### src/rtl/pwm_timer8_pkg.sv
package pwm_timer8_pkg;

  localparam logic [2:0] ADDR_CFG    = 3'd0;
  localparam logic [2:0] ADDR_STROBE = 3'd1;
  localparam logic [2:0] ADDR_CNT    = 3'd2;
  localparam logic [2:0] ADDR_CMPA   = 3'd3;
  localparam logic [2:0] ADDR_FLAGS  = 3'd5;

  typedef enum logic [1:0] {
    OM_OFF    = 2'd0,
    OM_TOGGLE = 2'd1,
    OM_CLEAR  = 2'd2,
    OM_SET    = 2'd3
  } out_mode_e;

  typedef enum logic [2:0] {
    MODE_NORMAL   = 3'd0,
    MODE_PC_MAX   = 3'd1,
    MODE_CTC      = 3'd2,
    MODE_FAST_MAX = 3'd3,
    MODE_RSV4     = 3'd4,
    MODE_PC_CMP   = 3'd5,
    MODE_RSV6     = 3'd6,
    MODE_FAST_CMP = 3'd7
  } wave_mode_e;

  function automatic logic is_pwm(input logic [2:0] m);
    return m[0];
  endfunction

  function automatic logic is_phase(input logic [2:0] m);
    return (m == MODE_PC_MAX) || (m == MODE_PC_CMP);
  endfunction

  function automatic logic is_fast(input logic [2:0] m);
    return (m == MODE_FAST_MAX) || (m == MODE_FAST_CMP);
  endfunction

  function automatic logic top_from_a(input logic [2:0] m);
    return (m == MODE_CTC) || (m == MODE_PC_CMP) || (m == MODE_FAST_CMP);
  endfunction

endpackage

### src/rtl/pwm_timer8_counter.sv
module pwm_timer8_counter
  import pwm_timer8_pkg::*;
#(
  parameter int W = 8
) (
  input  logic         clk_i,
  input  logic         rst_ni,
  input  logic         tick_i,
  input  logic [2:0]   mode_i,
  input  logic [W-1:0] top_i,
  input  logic         load_i,
  input  logic [W-1:0] load_val_i,
  output logic [W-1:0] cnt_o,
  output logic         up_o,
  output logic         step_o,
  output logic         wrap_o,
  output logic         turn_o,
  output logic         ovf_o
);

  localparam logic [W-1:0] MAX    = '1;
  localparam logic [W-1:0] BOTTOM = '0;
  localparam logic [W-1:0] ONE    = W'(1);

  logic [W-1:0] cnt_q, cnt_d;
  logic         up_q, up_d;
  logic         phase, wrap, turn, bot_turn, ovf_raw;

  always_comb begin
    phase    = is_phase(mode_i);
    step_o   = tick_i & ~load_i;
    wrap     = 1'b0;
    turn     = 1'b0;
    bot_turn = 1'b0;
    cnt_d    = cnt_q;
    up_d     = up_q;
    if (phase) begin
      if (up_q) begin
        if (cnt_q >= top_i) begin
          turn  = 1'b1;
          up_d  = 1'b0;
          cnt_d = (cnt_q == BOTTOM) ? BOTTOM : cnt_q - ONE;
        end else begin
          cnt_d = cnt_q + ONE;
        end
      end else if (cnt_q == BOTTOM) begin
        bot_turn = 1'b1;
        up_d     = 1'b1;
        cnt_d    = (top_i == BOTTOM) ? BOTTOM : ONE;
      end else begin
        cnt_d = cnt_q - ONE;
      end
    end else begin
      up_d = 1'b1;
      if (cnt_q == top_i || cnt_q == MAX) begin
        wrap  = 1'b1;
        cnt_d = BOTTOM;
      end else begin
        cnt_d = cnt_q + ONE;
      end
    end
    if (phase)                        ovf_raw = bot_turn;
    else if (mode_i == MODE_FAST_CMP) ovf_raw = (cnt_q == top_i);
    else                              ovf_raw = (cnt_q == MAX);
  end

  assign wrap_o = step_o & wrap;
  assign turn_o = step_o & turn;
  assign ovf_o  = step_o & ovf_raw;
  assign cnt_o  = cnt_q;
  assign up_o   = up_q;

  always_ff @(posedge clk_i or negedge rst_ni) begin
    if (!rst_ni) begin
      cnt_q <= BOTTOM;
      up_q  <= 1'b1;
    end else begin
      if (load_i)      cnt_q <= load_val_i;
      else if (step_o) cnt_q <= cnt_d;
      if (!phase)      up_q <= 1'b1;
      else if (step_o) up_q <= up_d;
    end
  end

  AST_HOLD_NO_TICK: assert property (@(posedge clk_i) disable iff (!rst_ni)
    (!tick_i && !load_i) |=> $stable(cnt_q));
  AST_LOAD_VALUE: assert property (@(posedge clk_i) disable iff (!rst_ni)
    load_i |=> (cnt_q == $past(load_val_i)));
  AST_CTC_BELOW_TOP: assert property (@(posedge clk_i) disable iff (!rst_ni)
    (mode_i == MODE_CTC && step_o && cnt_q <= top_i) |=> (cnt_q <= $past(top_i)));
  AST_PHASE_UNIT_STEP: assert property (@(posedge clk_i) disable iff (!rst_ni)
    (is_phase(mode_i) && step_o && top_i != BOTTOM)
      |=> (cnt_q == $past(cnt_q) + ONE || cnt_q == $past(cnt_q) - ONE));

endmodule

### src/rtl/pwm_timer8_chan.sv
module pwm_timer8_chan
  import pwm_timer8_pkg::*;
#(
  parameter int W = 8
) (
  input  logic         clk_i,
  input  logic         rst_ni,
  input  logic [2:0]   mode_i,
  input  logic [1:0]   om_i,
  input  logic         wr_i,
  input  logic [W-1:0] wr_data_i,
  input  logic         upd_i,
  input  logic         step_i,
  input  logic [W-1:0] cnt_i,
  input  logic         up_i,
  input  logic         wrap_i,
  input  logic         force_i,
  output logic [W-1:0] cmp_o,
  output logic         match_o,
  output logic         oc_o
);

  logic [W-1:0] buf_q, cmp_q;
  logic         pin_q, pin_d;
  logic         pwm, fast;

  assign pwm     = is_pwm(mode_i);
  assign fast    = is_fast(mode_i);
  assign match_o = step_i && (cnt_i == cmp_q);
  assign cmp_o   = cmp_q;
  assign oc_o    = (om_i == OM_OFF || (pwm && om_i == OM_TOGGLE)) ? 1'b0 : pin_q;

  always_comb begin
    pin_d = pin_q;
    if (!pwm) begin
      if (force_i || match_o) begin
        case (om_i)
          OM_TOGGLE: pin_d = ~pin_q;
          OM_CLEAR:  pin_d = 1'b0;
          OM_SET:    pin_d = 1'b1;
          default:   pin_d = pin_q;
        endcase
      end
    end else if (fast) begin
      // wrap has priority so compare == TOP gives a steady level
      if (om_i == OM_CLEAR) begin
        if (wrap_i)       pin_d = 1'b1;
        else if (match_o) pin_d = 1'b0;
      end else if (om_i == OM_SET) begin
        if (wrap_i)       pin_d = 1'b0;
        else if (match_o) pin_d = 1'b1;
      end
    end else if (match_o) begin
      if (om_i == OM_CLEAR)    pin_d = ~up_i;
      else if (om_i == OM_SET) pin_d = up_i;
    end
  end

  always_ff @(posedge clk_i or negedge rst_ni) begin
    if (!rst_ni) begin
      buf_q <= '0;
      cmp_q <= '0;
      pin_q <= 1'b0;
    end else begin
      pin_q <= pin_d;
      if (wr_i) begin
        buf_q <= wr_data_i;
        if (!pwm)       cmp_q <= wr_data_i;
        else if (upd_i) cmp_q <= buf_q;
      end else if (upd_i) begin
        cmp_q <= buf_q;
      end
    end
  end

  AST_BUF_HOLD: assert property (@(posedge clk_i) disable iff (!rst_ni)
    (pwm && !upd_i) |=> $stable(cmp_q));
  AST_PWM_FORCE_IGNORED: assert property (@(posedge clk_i) disable iff (!rst_ni)
    (pwm && force_i && !match_o && !wrap_i) |=> $stable(pin_q));
  AST_PIN_NEEDS_EVENT: assert property (@(posedge clk_i) disable iff (!rst_ni)
    (!force_i && !match_o && !wrap_i) |=> $stable(pin_q));

endmodule

### src/rtl/pwm_timer8.sv
module pwm_timer8
  import pwm_timer8_pkg::*;
#(
  parameter int W = 8
) (
  input  logic         clk_i,
  input  logic         rst_ni,
  input  logic         tick_i,
  input  logic         wr_en_i,
  input  logic [2:0]   wr_addr_i,
  input  logic [W-1:0] wr_data_i,
  input  logic [2:0]   rd_addr_i,
  output logic [W-1:0] rd_data_o,
  output logic         oc_a_o,
  output logic         oc_b_o,
  output logic [2:0]   flags_o
);

  localparam int NUM_CH = 2;
  localparam int FLAG_W = NUM_CH + 1;
  localparam logic [W-1:0] MAX = '1;

  logic [2:0]        mode_q;
  logic [1:0]        om_q [NUM_CH];
  logic [FLAG_W-1:0] flags_q, flag_set, flag_clr;

  logic [W-1:0]      cnt, top_val;
  logic              up, step, wrap, turn, ovf, upd;
  logic [W-1:0]      cmp [NUM_CH];
  logic [NUM_CH-1:0] match, oc;
  logic              cnt_load, cfg_wr, strobe_wr, force_any;

  assign cfg_wr    = wr_en_i && (wr_addr_i == ADDR_CFG);
  assign cnt_load  = wr_en_i && (wr_addr_i == ADDR_CNT);
  assign strobe_wr = wr_en_i && (wr_addr_i == ADDR_STROBE);
  assign force_any = strobe_wr && (|wr_data_i[NUM_CH-1:0]);
  assign top_val   = top_from_a(mode_q) ? cmp[0] : MAX;
  assign upd       = is_fast(mode_q) ? wrap : (is_phase(mode_q) ? turn : 1'b0);

  pwm_timer8_counter #(.W(W)) u_counter (
    .clk_i      (clk_i),
    .rst_ni     (rst_ni),
    .tick_i     (tick_i),
    .mode_i     (mode_q),
    .top_i      (top_val),
    .load_i     (cnt_load),
    .load_val_i (wr_data_i),
    .cnt_o      (cnt),
    .up_o       (up),
    .step_o     (step),
    .wrap_o     (wrap),
    .turn_o     (turn),
    .ovf_o      (ovf)
  );

  for (genvar ch = 0; ch < NUM_CH; ch++) begin : g_chan
    localparam logic [2:0] CMP_ADDR = ADDR_CMPA + 3'(ch);
    pwm_timer8_chan #(.W(W)) u_chan (
      .clk_i     (clk_i),
      .rst_ni    (rst_ni),
      .mode_i    (mode_q),
      .om_i      (om_q[ch]),
      .wr_i      (wr_en_i && (wr_addr_i == CMP_ADDR)),
      .wr_data_i (wr_data_i),
      .upd_i     (upd),
      .step_i    (step),
      .cnt_i     (cnt),
      .up_i      (up),
      .wrap_i    (wrap),
      .force_i   (strobe_wr && wr_data_i[ch]),
      .cmp_o     (cmp[ch]),
      .match_o   (match[ch]),
      .oc_o      (oc[ch])
    );
  end

  assign oc_a_o   = oc[0];
  assign oc_b_o   = oc[1];
  assign flag_set = {match, ovf};
  assign flag_clr = (wr_en_i && wr_addr_i == ADDR_FLAGS) ? wr_data_i[FLAG_W-1:0] : '0;
  assign flags_o  = flags_q;

  always_ff @(posedge clk_i or negedge rst_ni) begin
    if (!rst_ni) begin
      mode_q  <= MODE_NORMAL;
      om_q[0] <= OM_OFF;
      om_q[1] <= OM_OFF;
      flags_q <= '0;
    end else begin
      flags_q <= (flags_q & ~flag_clr) | flag_set;
      if (cfg_wr) begin
        mode_q  <= wr_data_i[2:0];
        om_q[1] <= wr_data_i[5:4];
        om_q[0] <= wr_data_i[7:6];
      end
    end
  end

  always_comb begin
    case (rd_addr_i)
      ADDR_CFG:       rd_data_o = W'({om_q[0], om_q[1], 1'b0, mode_q});
      ADDR_CNT:       rd_data_o = cnt;
      ADDR_CMPA:      rd_data_o = cmp[0];
      ADDR_CMPA + 1:  rd_data_o = cmp[1];
      ADDR_FLAGS:     rd_data_o = W'(flags_q);
      default:        rd_data_o = '0;
    endcase
  end

  AST_FLAG_STICKY: assert property (@(posedge clk_i) disable iff (!rst_ni)
    ((flags_q & ~flag_clr) != '0)
      |=> ((flags_q & $past(flags_q & ~flag_clr)) == $past(flags_q & ~flag_clr)));
  AST_FORCE_NO_FLAG: assert property (@(posedge clk_i) disable iff (!rst_ni)
    (force_any && !tick_i) |=> $stable(flags_q));
  AST_FORCE_NO_COUNT: assert property (@(posedge clk_i) disable iff (!rst_ni)
    (force_any && !tick_i) |=> $stable(cnt));

endmodule

### config.mk
export PLATFORM = sky130hd
export DESIGN_NAME = pwm_timer8
export DESIGN_NICKNAME = d
export VERILOG_FILES = /design/src/rtl/pwm_timer8_pkg.sv /design/src/rtl/pwm_timer8_counter.sv /design/src/rtl/pwm_timer8_chan.sv /design/src/rtl/pwm_timer8.sv
export SDC_FILE = /design/constraint.sdc
export NUM_CORES = 1
export LEC_CHECK = 0
export BUFFER_PORTS_ARGS = -buffer_cell sky130_fd_sc_hd__buf_2
export CAP_MARGIN = 20
export CORE_MARGIN = 3
export CORE_UTILIZATION = 31
export DETAILED_ROUTE_END_ITERATION = 8
export PLACE_DENSITY = 0.53
export SETUP_SLACK_MARGIN = 0.02
export SLEW_MARGIN = 10
export SYNTH_ARGS = -nofsm -noshare
export SYNTH_HDL_FRONTEND = slang
export SYNTH_SLANG_ARGS = --single-unit
### constraint.sdc
create_clock -name clk_i -period 4.2 [get_ports clk_i]
set_input_delay 0.84 -clock clk_i [delete_from_list [all_inputs] [get_ports clk_i]]
set_output_delay 0.84 -clock clk_i [all_outputs]
set_load 0.02 [all_outputs]
==> summary.txt <==
Clocking
  – Clock transition at path regs: 0.08 ns
  – CTS tree: yes
  – Htree depth: 2
  – CTS sink cnt: 53
  – Postcts setup bufs: 0
  – CTS Buf Count: 5
  – Clk buf depth: 2
  – CTS Hold Bufs: 0
  – # resized after CTS: 0
  – CTS root buffer: clkbuf_16
  – Clock Latency Late Sink: 0.30 ns

Critical path
  – CP max-delay cell: dfrtp_1
  – Crit Path Class: flop to flop
  – CP Max Fanout: 19
  – Crit path buf inv count: 1
  – Top cell by count, worst path: nor2_1
  – Crit-path leading delay family: compound AO/OA/AOI/OAI gates
  – Worst setup EP type: flop
  – Startpoint Class: flop
  – Critical-path cell list: nor2_1 > a21boi_1 > nor2_1 > ha_1 > nor2b_1 > o31ai_1 > a31oi_1 > a211o_1 > buf_4 > mux2i_1 > a21oi_1
  – Worst Path Required: 4.35 ns
  – WP data arrival: 3.52 ns
  – CP max stage delay: 0.69 ns

Yosys
  – Number of synthesized flops with an enable pin: 0
  – Cell area after synthesis: 3730 µm²
  – Ys flop type: dfrtp_1
  – Synth warn: 0
  – Register area share after synthesis: 35.6%
  – Synth top area share: 34.9%
  – Number of synthesized register bits: 53
  – Leading area contributor after synthesis: dfrtp_1
  – Fraction of registers with async set/reset: 100%
  – Synth top area cells: dfrtp_1 (35%), mux2_2 (7.5%), mux2i_1 (7.0%)
  – Post-Syn Area per Cell: 9.26 µm²
  – Syn Inst Count: 403
  – Post-synthesis net count: 436
  – Synth unique cells: 65

Outcome
  – Status: finished clean

Detailed routing
  – Routed wire length: 10.5 mm
  – Final ANT Viol Nets: 0
  – WL/cell: 18.6 µm
  – Initial DRT Pass Iterations: 6
  – Iteration-0 DRC Markers: 236
  – DR vias: 3099
  – Residual DRC count: 0
  – Vias per cell: 5.49

GRT
  – Antenna violations before repair: 1
  – Pin count of the biggest net entering global routing: 34
  – Grt total ovfl: 0
  – GRT Total Usage: 16.1%
  – Vias in the first global route: 3055
  – First-pass GRT wire length: 16.6 mm

Floorplan
  – Die area: 13400 µm²
  – Die X: 116 µm
  – Initial Util: 32.1%
  – Die height: 116 µm
  – Std-Cell Core Area: 11600 µm²
  – # IOs: 31
  – Row cnt: 39

STA
  – RSZ-0062 raised after global routing: no
  – Slew Viols, Final: 0
  – Setup violations, final: 0
  – Worst Clk Skew: 0.00588 ns
  – Setup TNS: 0 ns
  – Fmax: 297 MHz
  – Min cycle time layout: 3.37 ns
  – Rel. slew slack: 44.8%
  – Worst-Margin Slew: 0.825 ns
  – Hold Fails Final Rpt: 0
  – Final period util: 80.2%

Finish
  – Share of cells above drive strength 1: 18.1%
  – Most common cell after layout, fill and taps aside: dfrtp_1
  – Antenna cells: 0
  – Fill count: 1217
  – Area grow syn2layout: 10.9%
  – Final core occ: 35.6%
  – Total Nets Final: 453
  – Commonest non-fill, non-tap cells in the layout: dfrtp_1 (52), nor2_1 (43), buf_2 (30)

Power and ir drop
  – Clock power frac: 22.9%
  – Pleak: 1.75 nW
  – Power share of the combinational group: 35.0%
  – Sw frac: 39.8%
  – Flop pwr share: 42.0%
  – Total power divided by cell area: 523 nW/µm²
  – VDD IR max: 0.000274 V
  – NetSw: 860 µW
  – Internal: 1.30 mW

Flow run
  – Max Cap Viol: 0

Place
  – Hpwl dp: 7.85 mm
  – Routability cong.: 0.887
  – IO Port Bufs: 30

Worst hold path
  – Worst hold path type: flop to flop
==> Yosys cell counts, types with 3 or more instances <==
master    instances
dfrtp_1          52
nor2_1           43
ha_1             15
a22oi_1           6
nand4_1           8
or2_2             3
nand3b_1          3
buf_2             5
mux2_2           25
xnor2_1          15
inv_1             9
nand3_1           6
mux2i_1          26
clkbuf_1         11
nand2_1          28
nor4_1            4
nor3_1            9
or3_1             4
xor2_1           12
o21ai_0          21
a21oi_1          26
buf_6             3
nor2b_1           7
nor3b_1           3
nand2b_1          3
o21ai_1           5
o221ai_1          3
buf_1             3
==> worst paths after layout <==
kind                            start                        end  slack [ns]  depth (start not counted)
max in group asynchronous      rst_ni  g_chan[0].u_chan.buf_q[2]        2.83                          2
hold / removal             flags_o[2]                 flags_o[2]        0.49                          2
setup / recovery            mode_q[0]  g_chan[1].u_chan.cmp_o[2]        0.83                         11
min in group asynchronous      rst_ni  g_chan[1].u_chan.buf_q[6]        0.61                          1
setup reg to reg            mode_q[0]  g_chan[1].u_chan.cmp_o[2]        0.83                         11
hold reg to reg            flags_o[2]                 flags_o[2]        0.49                          2
==> layout make-up <==
class                           instances  area (µm²)  area share (%)
Inverter                                9        33.8           0.816
Clock buffer                            5         125            3.02
Tap cell                              143         179            4.32
Sequential cell                        53        1330            32.1
Timing Repair Buffer                   32         165            3.99
Clock inverter                          3        50.0            1.21
Multi-Input combinational cell        319        2260            54.6
==> sequential cells by signal (all words and copies together) (netlist names) <==
name                 flops
flags_o                  3
g_chan.u_chan.buf_q     16
g_chan.u_chan.cmp_o     16
g_chan.u_chan.pin_q      2
mode_q                   3
om_q                     4
u_counter.cnt_o          8
u_counter.up_o           1
==> worst register-to-register path, cell delays in order, from the launching register on <==
cell      delay (ns)
dfrtp_1         0.69
nor2_1          0.09
a21boi_1        0.51
nor2_1          0.09
ha_1            0.32
nor2b_1         0.15
o31ai_1         0.07
a31oi_1         0.46
a211o_1         0.23
buf_4           0.29
mux2i_1         0.24
a21oi_1         0.09
==> per-layer routing <==
layer / share of wire (%) / GRT usage [%] / wire (µm) / vias up
met5: 0.12 / 0 / 13 / -
met4: 2.3 / 4.87 / 246 / 2
met3: 4.9 / 3.29 / 518 / 19
met2: 45 / 25.2 / 4760 / 88
met1: 47 / 22.4 / 4970 / 1502
li1: - / - / - / 1488
==> metrics by stage <==
stage / worst slack (ns) / instance area [µm²] / hold slack (ns) / cells / total power, mW
after CTS: 0.848 / 4140 / 0.496 / 564 / 2.17
after global placement: 0.996 / 3960 / 0.471 / 556 / 1.65
after global routing: 0.568 / 4140 / 0.533 / 564 / 2.30
after floorplan: 1.34 / 3730 / 0.479 / 403 / 1.43
final: 0.833 / 4140 / 0.491 / 564 / 2.16
after detailed placement: 0.861 / 3960 / 0.480 / 556 / 1.67
==> power by group through the flow <==
stage          Combinational [mW]  Clock (mW)  Sequential (mW)
2_1_floorplan               0.662           0            0.768
3_5_place_dp                0.755           0            0.914
5_1_grt                     0.849       0.524            0.930
3_3_place_gp                0.736           0            0.912
4_1_cts                     0.758       0.507            0.905
6_report                    0.758       0.496            0.910
==> cell families after synthesis <==
| kind of cell | after synthesis | synth area share [%] |
|---|---|---|
| buffers and inverters | 31 | 3.89 |
| adder cells (fa/ha/maj) | 15 | 5.03 |
| XOR/XNOR | 27 | 6.34 |
| AND/OR/NAND/NOR | 135 | 18.9 |
| multiplexers | 52 | 14.8 |
| AO/OA/AOI/OAI | 90 | 15.4 |
| flip-flops | 53 | 35.6 |
Note: power is estimated with default switching activity, not from simulation.
